$ cat src/rtl/flt_pkg.sv
package flt_pkg;
  // flag slots in the filtered vector
  localparam int FLT_N    = 5;
  localparam int IDX_OVP  = 0;
  localparam int IDX_SCF  = 1;
  localparam int IDX_OTP  = 2;
  localparam int IDX_UV   = 3;
  localparam int IDX_COOL = 4;
  // sticky latch slots
  localparam int LAT_N    = 3;
  // interrupt byte layout
  localparam int INT_W    = 8;
  localparam int BIT_OVP  = 7;
  localparam int BIT_SCF  = 6;
  localparam int BIT_OTP  = 5;
endpackage

$ cat src/rtl/flt_deglitch.sv
module flt_deglitch #(
  parameter int SYNC_STAGES = 2,
  parameter int STABLE_CYC  = 4
) (
  input  logic clk,
  input  logic rst_n,
  input  logic raw_i,
  output logic filt_o
);
  localparam int CNT_W = $clog2(STABLE_CYC + 1);

  logic [SYNC_STAGES-1:0] sync_q;
  logic                   stage;
  logic [CNT_W-1:0]       cnt_q, cnt_d;
  logic                   filt_q, filt_d;

  always_ff @(posedge clk or negedge rst_n) begin
    if (!rst_n) sync_q <= '0;
    else        sync_q <= {sync_q[SYNC_STAGES-2:0], raw_i};
  end

  assign stage = sync_q[SYNC_STAGES-1];

  always_comb begin
    cnt_d  = '0;
    filt_d = filt_q;
    if (stage != filt_q) begin
      if (cnt_q == CNT_W'(STABLE_CYC - 1)) begin
        filt_d = stage;
        cnt_d  = '0;
      end else begin
        cnt_d = cnt_q + 1'b1;
      end
    end
  end

  always_ff @(posedge clk or negedge rst_n) begin
    if (!rst_n) begin
      cnt_q  <= '0;
      filt_q <= 1'b0;
    end else begin
      cnt_q  <= cnt_d;
      filt_q <= filt_d;
    end
  end

  assign filt_o = filt_q;


  filt_follow_chk: assert property (@(posedge clk) disable iff (!rst_n)
    (filt_q != $past(filt_q)) |-> (filt_q == $past(stage)));
endmodule

$ cat src/rtl/flt_sticky.sv
module flt_sticky (
  input  logic clk,
  input  logic rst_n,
  input  logic set_i,
  input  logic clr_i,
  output logic q_o
);
  logic q_q, q_d;

  always_comb q_d = set_i | (q_q & ~clr_i);

  always_ff @(posedge clk or negedge rst_n) begin
    if (!rst_n) q_q <= 1'b0;
    else        q_q <= q_d;
  end

  assign q_o = q_q;


  set_wins_chk: assert property (@(posedge clk) disable iff (!rst_n)
    set_i |=> q_q);

  hold_chk: assert property (@(posedge clk) disable iff (!rst_n)
    (q_q && !clr_i) |=> q_q);
endmodule

$ cat src/rtl/flt_inhibit_ctrl.sv
module flt_inhibit_ctrl
  import flt_pkg::*;
#(
  parameter int SYNC_STAGES = 2,
  parameter int STABLE_CYC  = 4,
  parameter int RST_STAGES  = 2
) (
  input  logic             clk,
  input  logic             rst_n,
  input  logic             ovp_raw_i,
  input  logic             scf_raw_i,
  input  logic             otp_raw_i,
  input  logic             cool_raw_i,
  input  logic             uv_raw_i,
  input  logic             drv_started_i,
  input  logic             boost_ramp_i,
  input  logic             uv_chk_win_i,
  input  logic             rd_clr_i,
  output logic [INT_W-1:0] int_reg_o,
  output logic             inhibit_o
);
  // reset: asserted asynchronously, released on the clock
  logic [RST_STAGES-1:0] rst_pipe;
  logic                  rst_q;

  always_ff @(posedge clk or negedge rst_n) begin
    if (!rst_n) rst_pipe <= '0;
    else        rst_pipe <= {rst_pipe[RST_STAGES-2:0], 1'b1};
  end
  assign rst_q = rst_pipe[RST_STAGES-1];

  // flag filtering
  logic [FLT_N-1:0] raw_vec, flt_vec;
  assign raw_vec[IDX_OVP]  = ovp_raw_i;
  assign raw_vec[IDX_SCF]  = scf_raw_i;
  assign raw_vec[IDX_OTP]  = otp_raw_i;
  assign raw_vec[IDX_UV]   = uv_raw_i;
  assign raw_vec[IDX_COOL] = cool_raw_i;

  for (genvar g = 0; g < FLT_N; g++) begin : g_filt
    flt_deglitch #(.SYNC_STAGES(SYNC_STAGES), .STABLE_CYC(STABLE_CYC)) u_filt (
      .clk(clk), .rst_n(rst_q), .raw_i(raw_vec[g]), .filt_o(flt_vec[g]));
  end

  // sticky interrupt latches, slot 0 ovp, 1 scf, 2 otp
  logic [LAT_N-1:0] lat_set, lat_q;
  assign lat_set[0] = flt_vec[IDX_OVP];
  assign lat_set[1] = flt_vec[IDX_SCF] & drv_started_i;
  assign lat_set[2] = flt_vec[IDX_OTP];

  for (genvar g = 0; g < LAT_N; g++) begin : g_lat
    flt_sticky u_lat (
      .clk(clk), .rst_n(rst_q), .set_i(lat_set[g]), .clr_i(rd_clr_i), .q_o(lat_q[g]));
  end

  // over-temperature hold and under-voltage block
  logic otp_hold_q, otp_hold_d;
  logic uv_blk_q, uv_blk_d;
  logic uv_sample_en;

  assign uv_sample_en = uv_chk_win_i & ~boost_ramp_i;

  always_comb begin
    otp_hold_d = otp_hold_q;
    if (flt_vec[IDX_OTP])       otp_hold_d = 1'b1;
    else if (flt_vec[IDX_COOL]) otp_hold_d = 1'b0;
    uv_blk_d = uv_blk_q;
    if (uv_sample_en) uv_blk_d = flt_vec[IDX_UV];
  end

  always_ff @(posedge clk or negedge rst_q) begin
    if (!rst_q) begin
      otp_hold_q <= 1'b0;
      uv_blk_q   <= 1'b0;
    end else begin
      otp_hold_q <= otp_hold_d;
      uv_blk_q   <= uv_blk_d;
    end
  end

  always_comb begin
    int_reg_o          = '0;
    int_reg_o[BIT_OVP] = lat_q[0];
    int_reg_o[BIT_SCF] = lat_q[1];
    int_reg_o[BIT_OTP] = lat_q[2];
  end

  assign inhibit_o = (|lat_q) | otp_hold_q | uv_blk_q;


  scf_gate_chk: assert property (@(posedge clk) disable iff (!rst_q)
    $rose(int_reg_o[BIT_SCF]) |-> $past(drv_started_i));

  otp_release_chk: assert property (@(posedge clk) disable iff (!rst_q)
    $fell(otp_hold_q) |-> ($past(flt_vec[IDX_COOL]) && !$past(flt_vec[IDX_OTP])));

  uv_boost_ignore_chk: assert property (@(posedge clk) disable iff (!rst_q)
    boost_ramp_i |=> $stable(uv_blk_q));

  otp_bit_inhibit_chk: assert property (@(posedge clk) disable iff (!rst_q)
    int_reg_o[BIT_OTP] |-> inhibit_o);
endmodule

$ cat config.mk
export PLATFORM = sky130hd
export DESIGN_NAME = flt_inhibit_ctrl
export DESIGN_NICKNAME = d
export VERILOG_FILES = /design/src/rtl/flt_pkg.sv /design/src/rtl/flt_deglitch.sv /design/src/rtl/flt_sticky.sv /design/src/rtl/flt_inhibit_ctrl.sv
export SDC_FILE = /design/constraint.sdc
export NUM_CORES = 1
export LEC_CHECK = 0
export ABC_CLOCK_PERIOD_IN_PS = 2500
export BUFFER_PORTS_ARGS = -buffer_cell sky130_fd_sc_hd__buf_2
export CAP_MARGIN = 20
export CORE_UTILIZATION = 58
export DETAILED_ROUTE_END_ITERATION = 7
export GPL_ROUTABILITY_DRIVEN = 0
export GPL_TIMING_DRIVEN = 1
export PLACE_DENSITY = 0.81
export SLEW_MARGIN = 40
export SYNTH_ARGS = -nofsm -noshare
export SYNTH_HDL_FRONTEND = slang
export SYNTH_SLANG_ARGS = --single-unit
$ cat constraint.sdc
create_clock -name clk -period 2.5 [get_ports clk]
set_input_delay 0.375 -clock clk [delete_from_list [all_inputs] [get_ports clk]]
set_output_delay 0.375 -clock clk [all_outputs]
set_load 0.01 [all_outputs]
---- Word-level counts from Yosys, hierarchy flattened ----
Cells that the tools add are included.
word-level totals
  register bits after elaboration ......... 37
  word-level logic and storage cells ...... 67
operators by class
  bitwise operators ....................... 12
  $add $sub $neg .......................... 5
  reduce and logical (&&, ||, !) cells .... 7
  mux-type cells .......................... 12
  equality and inequality tests ........... 10
operator list
  operator                                             count
  2-to-1 mux 3 bit                                     10
  adder 3 x 1 -> 3 bit, second input constant          5
  equality test 3 x 2 -> 1 bit, second input constant  5
  AND reduction 2 bit                                  5
  AND 1 bit                                            5
  inequality test 1 bit                                5
  OR 1 bit                                             5
  OR reduction 3 bit                                   1
  2-to-1 mux 1 bit                                     2
  NOT 1 bit                                            2
  nonzero test 2 bit                                   1

---- Logic depth before layout (Yosys ltp) ----
Gate-level depths: netlist (run 1).
  depth after elaboration ................. 3
  depth in mapped cells ................... 3

---- Cells and area by module ----
From an unflattened synthesis (run 1), not the netlist that was laid out.
second synthesis, totals
  cells, all modules ...................... 93
  area total of the unflattened synthesis .. 1395.1 um^2
by module, submodules not included
  module            area an instance (um^2)  cells an instance  instances
  flt_deglitch      216.5                    13                 5
  flt_inhibit_ctrl  203.9                    19                 1
  flt_sticky        36.3                     3                  3

---- Worst setup path after synthesis (run 1) ----
No wires, ideal clock.
  kind .................................... flip-flop to flip-flop
  start point ............................. reg g_filt[2].u_filt.cnt_q[0]
  end point ............................... reg g_filt[2].u_filt.filt_q
  data required time ...................... 2375 ps
  slack ................................... 1384 ps
  buffers on the path ..................... 0
  stages on the path, launching flop included .. 4
  setup time .............................. 125 ps
  arrival time ............................ 991 ps
  cell sequence ........................... dfrtp_1 > ha_1 > nor2b_2 > mux2_2
between the ends
  cells in the longest elaborated chain, start to end .. 2
ends and longest elaborated chain
  element                               line                source
  start, declared                       flt_deglitch.sv:14  logic [CNT_W-1:0] cnt_q, cnt_d;
  start signal, assigned                flt_deglitch.sv:42  cnt_q <= cnt_d;
  equality test 3 x 2 -> 1 bit          flt_deglitch.sv:28  if (cnt_q == CNT_W'(STABLE_CYC - 1)) begin
  AND reduction 2 bit (no source line)  --
  end signal, assigned                  flt_deglitch.sv:43  filt_q <= filt_d;
  end, declared                         flt_deglitch.sv:15  logic filt_q, filt_d;
No other way between the ends.
A chain may end at the register's enable or synchronous reset.

---- Final worst setup path (run 1) ----
  start point ............................. reg g_lat[1].u_lat.q_q
  end point ............................... out inhibit_o
between the ends
  cells in the longest elaborated chain, start to end .. 3
ends and longest elaborated chain
  element                 line                    source
  start, declared         flt_sticky.sv:8         logic q_q, q_d;
  start signal, assigned  flt_sticky.sv:14        else q_q <= q_d;
  OR reduction 3 bit      flt_inhibit_ctrl.sv:88  assign inhibit_o = (|lat_q) | otp_hold_q | uv_blk_q;
  OR 1 bit (2 in series)  flt_inhibit_ctrl.sv:88
  end, declared           flt_inhibit_ctrl.sv:20  output logic inhibit_o
No other way between the ends.

==> results_dict.tcl, run 1 <==
set metrics [dict create \
    clk-insertion-delay-late_ns 0.33 \
    commonest_cells_after_routing_fill_and_taps_aside "sky130_fd_sc_hd__dfrtp_1, sky130_fd_sc_hd__buf_2, sky130_fd_sc_hd__nor3b_1" \
    area_fraction_in_compound_gates_after_synthesis_pct 2.46 \
    maxCapViolations 0 \
    initial_utilization_pct 62.0 \
    delay_of_the_slowest_cell_on_the_worst_path_ns 0.41 \
    die_area_sq_um 2560 \
    yosys_register_bits 37 \
    critPathMaxFanout 3 \
    cp.required_ns 2.12 \
    post-route-period-util_pct 61.6 \
    maximum_number_of_pins_on_one_net_before_global_route_repair 36 \
    final-hold-violation-count 0 \
    cts.root.buffer_cell "sky130_fd_sc_hd__clkbuf_4" \
    worstPathCellList "nor3_1 > nand2_1 > buf_2" \
    place.port_buffers 14 \
    synth_xor_xnor_area_share_pct 3.19 \
    drt-total-wl_microns 1830 \
    cellLeakagePower_nw 0.739 \
    floorplan.die.width_microns 50.6 \
    synth.area.mux_share_pct 4.92 \
    irDropWorstVdd_uv 667 \
    clk_transition_reported_paths_ns 0.10 \
    fin_skew_ns 0.00536 \
    area_delta_synth_final_pct 10.8 \
    fin_setup_tns_ns 0 \
    clock_tree_from_tritoncts "yes" \
    count_of_yosys_warnings_during_synthesis 0 \
    synth_area_in_adders_pct 4.56 \
    power_density_nw_per_um2 1030 \
    row_count 17 \
    initialDrtViolationCount 7 \
    ctsLongestPathBuffers 2 \
    result_of_the_run "complete, no violations" \
    grt_use_total_pct 18.8 \
    hpwlAfterDp_microns 1340 \
    numCtsBuffers 5 \
    numClockSinks 37 \
    critical_path.startpoint_type "flip-flop" \
    antenna_found_initial 0 \
    count_of_mapped_cells_out_of_synthesis 93 \
    htree_num_levels 2 \
    synth.top_cell.area_share_pct 67.5 \
    route.detailed.drc 0 \
    synth.yosys.seq_area_share_pct 67.5 \
    slowest_stage "sky130_fd_sc_hd__dfrtp_1" \
    synth_area_per_cell_sq_um 14.8 \
    yosys-top-cells-area "sky130_fd_sc_hd__dfrtp_1, sky130_fd_sc_hd__mux2_2, sky130_fd_sc_hd__ha_1" \
    num_vias 694 \
    finalCriticalPeriod_ns 1.54 \
    max_freq_mhz 650 \
    endpoint_kind "output pin" \
    first_pass_iters 2 \
    worstHoldPathType "in2reg" \
    count_of_cells_resized_by_post_cts_repair 0 \
    unrepaired_setup_endpoints_after_global_routing "no" \
    synth_top_family_by_area "simple AND/OR/NAND/NOR gates" \
    critPathArrivalTime_ns 1.16 \
    global_route.overflow_total 0 \
    antenna_cells 0 \
    drive_gt1_share_pct 31.9 \
    drv_slew 0 \
    critical_path_class "reg2out" \
    postLayoutSetupSlackWorst_ns 0.961 \
    first_global_vias 758 \
    pre_cts_ws_ns 1.30 \
    wl_per_cell_microns 13.0 \
    post_synth_and_or_nand_nor_area_fraction_pct 11.9 \
    mappedNetlistArea_sq_um 1370 \
    finalSetupViolations 0 \
    layout_commonest_cell "sky130_fd_sc_hd__dfrtp_1" \
    ioPinCount 20 \
    detail-route-antenna-nets 0 \
    nNetsFinal 128 \
    number_of_library_cell_types_mapped_by_synthesis 18 \
    vertical_die_dimension_microns 50.6 \
    via_per_instance_ratio 4.92 \
    fp.coreArea_sq_um 2210 \
    netlist.top_cell.by_area "sky130_fd_sc_hd__dfrtp_1" \
    grt_first_pass_wirelength_microns 3240 \
]
==> cell usage after synthesis, drive strengths merged <==
cell type	count
mux2	6
nor3	6
ha	5
a21o	3
dfrtp	37
nand2	1
nand2b	1
inv	2
nor2b	6
conb	2
xnor2	5
a22o	1
buf	8
nor2	1
nor3b	9
==> worst max-delay path: cells and delay by family, from the launching register on <==
family,cells,cell delay [ns]
buffers and inverters,1,0.13
AND/OR/NAND/NOR,2,0.29
flip-flops,1,0.41
==> area by class of cell <==
class | instances | area (sq um)
flip-flops and latches | 37 | 926
fillers | 167 | 692
multi-input cells | 50 | 394
repair buffers | 16 | 87.6
clock buffers | 7 | 65.1
well taps | 28 | 35.0
inverters | 2 | 7.51
clock inverters | 1 | 5.00
==> worst paths after layout <==
path,from,to,slack (ns),depth (start not counted)
worst max-delay path,g_lat[1].u_lat.q_o$_DFF_PN0_,inhibit_o,0.96,3
worst min register to register,rst_pipe[1]$_DFF_PN0_,otp_hold_q$_DFFE_PN0P_,0.27,1
max in group asynchronous,rst_pipe[1]$_DFF_PN0_,g_filt[0].u_filt.cnt_q[1]$_DFF_PN0_,1.92,1
worst min-delay path,scf_raw_i,g_filt[1].u_filt.sync_q[0]$_DFF_PN0_,0.15,1
worst max register to register,g_filt[1].u_filt.cnt_q[0]$_DFF_PN0_,g_filt[1].u_filt.filt_o$_DFFE_PN0P_,1.30,3
min in group asynchronous,rst_pipe[1]$_DFF_PN0_,otp_hold_q$_DFFE_PN0P_,0.27,1
==> where the power goes <==
| group | switching [mW] | total, mW | internal [mW] | leakage, nW |
|---|---|---|---|---|
| sequential | 0.104 | 0.856 | 0.752 | 0.457 |
| combinational | 0.158 | 0.360 | 0.202 | 0.241 |
| clock | 0.180 | 0.343 | 0.163 | 0.0413 |
| total | 0.442 | 1.56 | 1.12 | 0.739 |
==> logic make-up after synthesis <==
family | count (synthesis)
DFF | 37
adders and majority gates | 5
AOI/OAI and AO/OA | 4
xor gates and xnor gates | 5
buffers and inverters | 10
other | 2
and+or+nand+nor | 24
muxes | 6
==> per-stage QoR <==
stage | instance area (sq um) | hold WS, ns | instances | power (mW) | utilization, %
after floorplan | 1390 | 0.0794 | 97 | 1.16 | -
after global placement | 1440 | 0.159 | 132 | 1.20 | 65.1
after detailed placement | 1440 | 0.161 | 132 | 1.24 | 65.1
after CTS | 1520 | 0.130 | 141 | 1.58 | 68.7
after global routing | 1520 | 0.119 | 141 | 1.67 | 68.7
final | 1520 | 0.145 | 141 | 1.56 | 68.7
==> registers in the layout, summed over array words and instances, names as in the netlist <==
name,cells
g_filt.u_filt.filt_o,5
g_filt.u_filt.sync_q,10
uv_blk_q,1
g_filt.u_filt.cnt_q,15
rst_pipe,2
g_lat.u_lat.q_o,3
otp_hold_q,1
==> layer usage <==
metal  up-vias  part of all wire, %  global-route usage (%)
li1        334                    -                       -
met1       336                   42                    19.9
met2        20                   51                    31.6
met3         4                  4.5                    7.27
met4         0                  1.9                    11.1
met5         -                    0                       0
==> repair_timing <==
| action | in CTS | in global routing |
|---|---|---|
| buffers inserted | 0 | 0 |
| endpoints found under the hold margin | 2 | 0 |
| hold buffers | 1 | 0 |
No activity file was read; power rests on OpenSTA's default activity.
==> run 2, diff against run 1 <==
ABC_AREA = 1   (was not set)
ABC_CLOCK_PERIOD_IN_PS = 1380   (was 2500)
CORE_UTILIZATION = 50   (was 58)
PLACE_DENSITY = 0.74   (was 0.81)
clock period = 1.38 ns   (was 2.5 ns; I/O delays follow)
==> results_dict.tcl, run 2 <==
set metrics [dict create \
    drive_gt1_share_pct 13.1 \
    numCtsBuffers 5 \
    clock_power_share_pct 28.8 \
    fin_skew_ns 0.0124 \
    ctsLongestPathBuffers 2 \
    filler_cell_count 239 \
    area_delta_synth_final_pct 16.8 \
    synth_common_cells "sky130_fd_sc_hd__nand2_1, sky130_fd_sc_hd__dfrtp_1, sky130_fd_sc_hd__inv_1, sky130_fd_sc_hd__nor2_1, sky130_fd_sc_hd__buf_4" \
    largest_reg_flops 15 \
    first_global_vias 903 \
    synthFlopType "sky130_fd_sc_hd__dfrtp_1" \
    wl_per_cell_microns 9.69 \
    grt_util_met2_pct 24.3 \
    via_per_instance_ratio 4.50 \
    critPathArrivalTime_ns 1.09 \
    cellLeakagePower_nw 0.942 \
    clock_tree_from_tritoncts "yes" \
    net_load_switching_power_mw 0.928 \
    finalCriticalPeriod_ns 1.29 \
    vertical_die_dimension_microns 56.2 \
    power.combinational.fraction_pct 23.1 \
    grt_use_total_pct 16.3 \
    unrepaired_setup_endpoints_after_global_routing "no" \
    yosys-top-cells-area "sky130_fd_sc_hd__dfrtp_1, sky130_fd_sc_hd__nand2_1, sky130_fd_sc_hd__inv_1" \
    hpwlAfterDp_microns 1490 \
    final_core_util_pct 61.8 \
    result_of_the_run "complete, no violations" \
    critPathMaxFanout 3 \
    clk_transition_reported_paths_ns 0.12 \
    layout_commonest_cell "sky130_fd_sc_hd__nand2_1" \
    synth.top_cell.area_share_pct 62.9 \
    initialDrtViolationCount 58 \
    final-hold-violation-count 0 \
    fin_setup_tns_ns 0 \
    post_synth_edffs 0 \
    critical_path_class "reg2out" \
    num_vias 962 \
    holdBufCountCts 6 \
    cts_post_setup_buffers_inserted 0 \
    ioPinCount 20 \
    critical_path.startpoint_type "flip-flop" \
    largest-register "g_filt.u_filt.cnt_q" \
    synth_area_per_cell_sq_um 9.31 \
    floorplan.die.width_microns 56.2 \
    endpoint_kind "output pin" \
    count_of_cells_resized_by_post_cts_repair 0 \
    worst_slew_margin_rel_pct 65.1 \
    cts.root.buffer_cell "sky130_fd_sc_hd__clkbuf_4" \
    count_of_mapped_cells_out_of_synthesis 158 \
    commonest_cells_after_routing_fill_and_taps_aside "sky130_fd_sc_hd__nand2_1, sky130_fd_sc_hd__dfrtp_1, sky130_fd_sc_hd__inv_1" \
    cp.required_ns 1.17 \
    maximum_number_of_pins_on_one_net_before_global_route_repair 25 \
    drt-total-wl_microns 2070 \
    yosys.cell_count.top_type "sky130_fd_sc_hd__nand2_1" \
    place.port_buffers 14 \
    first_pass_iters 4 \
    global_routing_met3_resource_utilization_pct 7.67 \
    nNetsFinal 198 \
    fraction_of_registers_with_async_set_reset_pct 100 \
    maxCapViolations 0 \
    numClockSinks 37 \
    netlist.top_cell.by_area "sky130_fd_sc_hd__dfrtp_1" \
    irDropWorstVdd_uv 1600 \
    setup.reg_to_reg.worst_slack_ns 0.41 \
    finalSetupViolations 0 \
    busiest_layer "met2" \
    fp.coreArea_sq_um 2780 \
    tightest_slew_ns 0.524 \
    drv_slew 0 \
    mappedNetlistArea_sq_um 1470 \
    max_freq_mhz 773 \
    die_area_sq_um 3160 \
    worstHoldPathType "in2reg" \
    yosys_register_bits 37 \
    grt_first_pass_wirelength_microns 3710 \
    synth.yosys.seq_area_share_pct 62.9 \
    row_count 19 \
    clk-insertion-delay-late_ns 0.34 \
    internal-power_mw 2.22 \
    global_route.overflow_total 0 \
    p_sw_share_pct 29.5 \
    post-route-period-util_pct 93.7 \
    power_density_nw_per_um2 1830 \
    antenna_found_initial 0 \
    number_of_library_cell_types_mapped_by_synthesis 11 \
    flop_pwr_share_pct 48.1 \
    initial_utilization_pct 52.9 \
    htree_num_levels 2 \
    gr-usage-met1_pct 18.8 \
    antenna_cells 0 \
    detail-route-antenna-nets 0 \
    count_of_yosys_warnings_during_synthesis 0 \
    route.detailed.drc 0 \
]
-- run 2: critical path, cell delays in order (launching register included) --
cell	delay [ns]
sky130_fd_sc_hd__dfrtp_1	0.41
sky130_fd_sc_hd__nor2_1	0.10
sky130_fd_sc_hd__nand4_1	0.08
sky130_fd_sc_hd__buf_2	0.15
-- run 2: layout make-up --
cell class	count	area [sq um]	area share [%]
clock buffer	5	37.5	2.18
clock inverter	3	65.1	3.79
inverter	31	116	6.77
multi-input combinational	86	384	22.4
sequential	37	926	53.9
tap	31	38.8	2.26
timing repair buffer	21	150	8.74
-- run 2: final timing paths --
kind                                                startpoint                                  end  cells after the start
setup / recovery                  g_lat[2].u_lat.q_o$_DFF_PN0_                            inhibit_o                      3
hold / removal                                        rd_clr_i         g_lat[2].u_lat.q_o$_DFF_PN0_                      2
setup reg to reg           g_filt[1].u_filt.cnt_q[0]$_DFF_PN0_  g_filt[1].u_filt.cnt_q[1]$_DFF_PN0_                      4
hold reg to reg                          rst_pipe[1]$_DFF_PN0_  g_filt[3].u_filt.cnt_q[0]$_DFF_PN0_                      0
max in group asynchronous                rst_pipe[1]$_DFF_PN0_  g_filt[2].u_filt.cnt_q[1]$_DFF_PN0_                      1
min in group asynchronous                                rst_n                rst_pipe[0]$_DFF_PN0_                      2
-- run 2: routing by layer --
metal	share of wire, %	vias to the layer above
met5	0	-
met4	2.7	0
met3	4.8	5
met2	47	20
met1	46	439
li1	-	498
-- run 2: logic make-up after synthesis --
logic type                 Yosys count  synth area share [%]
other                                2                 0.510
and+or+nand+nor                     71                  19.0
AOI/OAI and AO/OA                    4                  1.36
DFF                                 37                  62.9
adders and majority gates            5                  4.25
buffers and inverters               39                  12.0
-- run 2: through the flow --
stage                     setup WS (ns)  power [mW]  instance area, sq um  hold slack, ns  std cells
after detailed placement          0.429        2.26                  1560        -0.00526        200
after global placement            0.472        2.19                  1560        -0.00789        200
final                            0.0863        3.15                  1720          0.0621        214
after global routing            0.00145        3.40                  1720          0.0422        214
after CTS                        0.0622        3.20                  1720          0.0392        214
after floorplan                   0.274        2.11                  1490         -0.0886        162
-- run 2: power groups by stage --
| stage | clock network (mW) | logic, mW | registers [mW] |
|---|---|---|---|
| 2_1_floorplan | 0 | 0.605 | 1.50 |
| 6_report | 0.907 | 0.726 | 1.51 |
| 3_5_place_dp | 0 | 0.720 | 1.54 |
| 3_3_place_gp | 0 | 0.673 | 1.52 |
| 4_1_cts | 0.943 | 0.740 | 1.52 |
| 5_1_grt | 0.985 | 0.862 | 1.55 |
==> run 3, diff against run 2 <==
PLACE_DENSITY = 0.78   (was 0.74)
==> results_dict.tcl, run 3 (synthesized netlist as in run 2, its figures left out) <==
set metrics [dict create \
    wl_per_cell_microns 9.54 \
    endpoint_kind "output pin" \
    vertical_die_dimension_microns 56.2 \
    area_delta_synth_final_pct 12.7 \
    clk_transition_reported_paths_ns 0.10 \
    ctsLongestPathBuffers 2 \
    detail-route-antenna-nets 0 \
    critPathArrivalTime_ns 1.05 \
    place.port_buffers 14 \
    unrepaired_setup_endpoints_after_global_routing "no" \
    via_per_instance_ratio 4.54 \
    cp.required_ns 1.17 \
    internal-power_mw 1.90 \
    cellLeakagePower_nw 0.913 \
    flop_pwr_share_pct 54.3 \
    dp.cells 200 \
    commonest_cells_after_routing_fill_and_taps_aside "sky130_fd_sc_hd__nand2_1, sky130_fd_sc_hd__dfrtp_1, sky130_fd_sc_hd__inv_1" \
    die_area_sq_um 3160 \
    post-route-period-util_pct 91.2 \
    power.combinational.fraction_pct 26.3 \
    cts.root.buffer_cell "sky130_fd_sc_hd__clkbuf_4" \
    hpwlAfterDp_microns 1480 \
    num_vias 966 \
    final_core_util_pct 59.6 \
    layout.cell_area.non_filler_sq_um 1660 \
    numClockSinks 37 \
    p_sw_share_pct 32.0 \
    fin_skew_ns 0.00837 \
    grt_util_met2_pct 25.2 \
    numCtsBuffers 5 \
    initial_utilization_pct 52.9 \
    busiest_layer "met2" \
    antenna_cells 0 \
    worstHoldPathType "in2reg" \
    maxCapViolations 0 \
    first_global_vias 909 \
    power_density_nw_per_um2 1680 \
    fin_setup_tns_ns 0 \
    clk-insertion-delay-late_ns 0.32 \
    global_route.overflow_total 0 \
    layout_commonest_cell "sky130_fd_sc_hd__nand2_1" \
    irDropWorstVdd_uv 951 \
    timing.hold.worst_path_depth 3 \
    critical_path.startpoint_type "flip-flop" \
    initialDrtViolationCount 27 \
    timing.reg2reg.worst_path_depth 4 \
    floorplan.die.width_microns 56.2 \
    worstHoldEndpoint "g_lat[1].u_lat.q_o$_DFF_PN0_" \
    route.detailed.drc 0 \
    dpl_cell_area_sq_um 1540 \
    first_pass_iters 4 \
    largest-register "g_filt.u_filt.cnt_q" \
    grt_first_pass_wirelength_microns 3550 \
    setup.reg_to_reg.worst_slack_ns 0.39 \
    total_power_mw 2.79 \
    fp.coreArea_sq_um 2780 \
    htree_num_levels 2 \
    result_of_the_run "complete, no violations" \
    r2r-end "g_filt[0].u_filt.cnt_q[1]$_DFF_PN0_" \
    grt_use_total_pct 15.4 \
    global_routing_met3_resource_utilization_pct 6.98 \
    largest_reg_flops 15 \
    finish.cell_count_without_fillers 213 \
    row_count 19 \
    antenna_found_initial 0 \
    critical_path_class "reg2out" \
    critPathMaxFanout 3 \
    hp-start "drv_started_i" \
    maximum_number_of_pins_on_one_net_before_global_route_repair 36 \
    gr-usage-met1_pct 16.4 \
    worst_r2r_startpoint "g_filt[0].u_filt.cnt_q[0]$_DFF_PN0_" \
    nNetsFinal 198 \
    ioPinCount 20 \
    clock_power_share_pct 19.4 \
    clock_tree_from_tritoncts "yes" \
    drt-total-wl_microns 2030 \
    drv_slew 0 \
    max_freq_mhz 794 \
    final-hold-violation-count 0 \
    drive_gt1_share_pct 12.1 \
    finalCriticalPeriod_ns 1.26 \
    finalSetupViolations 0 \
    net_load_switching_power_mw 0.893 \
]
==> run 3: cell type report <==
type / count / area, sq um
Clock buffer: 7 / 55.1
Timing Repair Buffer: 21 / 138
Multi-Input combinational cell: 86 / 384
Inverter: 31 / 116
Fill cell: 240 / 1120
Sequential cell: 37 / 926
Tap cell: 31 / 38.8
==> run 3: metal layers <==
metal / wire (microns) / share of wire, %
met5: 0 / 0
met4: 34 / 1.7
met3: 124 / 6.1
met2: 990 / 49
met1: 882 / 43
==> run 3: stage by stage <==
step | worst slack [ns] | hold slack, ns
global route | 0.00265 | 0.0632
detailed placement | 0.438 | -0.00763
floorplan | 0.274 | -0.0886
CTS | 0.0998 | 0.0674
global placement | 0.476 | -0.00931
finish | 0.121 | 0.0800
==> run 3: power by group through the flow <==
stage | Sequential (mW) | Combinational (mW) | Clock (mW)
3_3_place_gp | 1.51 | 0.673 | 0
4_1_cts | 1.52 | 0.750 | 0.568
3_5_place_dp | 1.54 | 0.725 | 0
2_1_floorplan | 1.50 | 0.605 | 0
5_1_grt | 1.55 | 0.882 | 0.624
6_report | 1.52 | 0.734 | 0.540
==> run 3: worst max-delay path: stages, from the launching register on <==
cell and delay, ns:
sky130_fd_sc_hd__dfrtp_1 0.41, sky130_fd_sc_hd__nor2_1 0.11, sky130_fd_sc_hd__nand4_1 0.07, sky130_fd_sc_hd__buf_2 0.14
==> run 3: worst max-delay path by stage <==
| stage | cells after the start | from | slack (ns) | endpoint |
|---|---|---|---|---|
| 3_3_place_gp | 4 | g_filt[1].u_filt.cnt_q[0]$_DFF_PN0_ | 0.48 | g_filt[1].u_filt.cnt_q[0]$_DFF_PN0_ |
| 4_1_cts | 3 | g_lat[2].u_lat.q_o$_DFF_PN0_ | 0.1 | inhibit_o |
| 6_report | 3 | g_lat[2].u_lat.q_o$_DFF_PN0_ | 0.12 | inhibit_o |
| 5_1_grt | 3 | g_lat[2].u_lat.q_o$_DFF_PN0_ | 0.003 | inhibit_o |
| 2_1_floorplan | 0 | rst_pipe[1]$_DFF_PN0_ | 0.27 | g_filt[0].u_filt.cnt_q[0]$_DFF_PN0_ |
| 3_5_place_dp | 4 | g_filt[0].u_filt.cnt_q[0]$_DFF_PN0_ | 0.44 | g_filt[0].u_filt.cnt_q[0]$_DFF_PN0_ |
==> run 3: repair_timing <==
action,CTS,global route
gates resized for setup,0,0
hold buffers,6,0
endpoints found under the hold margin,7,0
endpoints found under the setup margin,0,0
buffers inserted,0,0
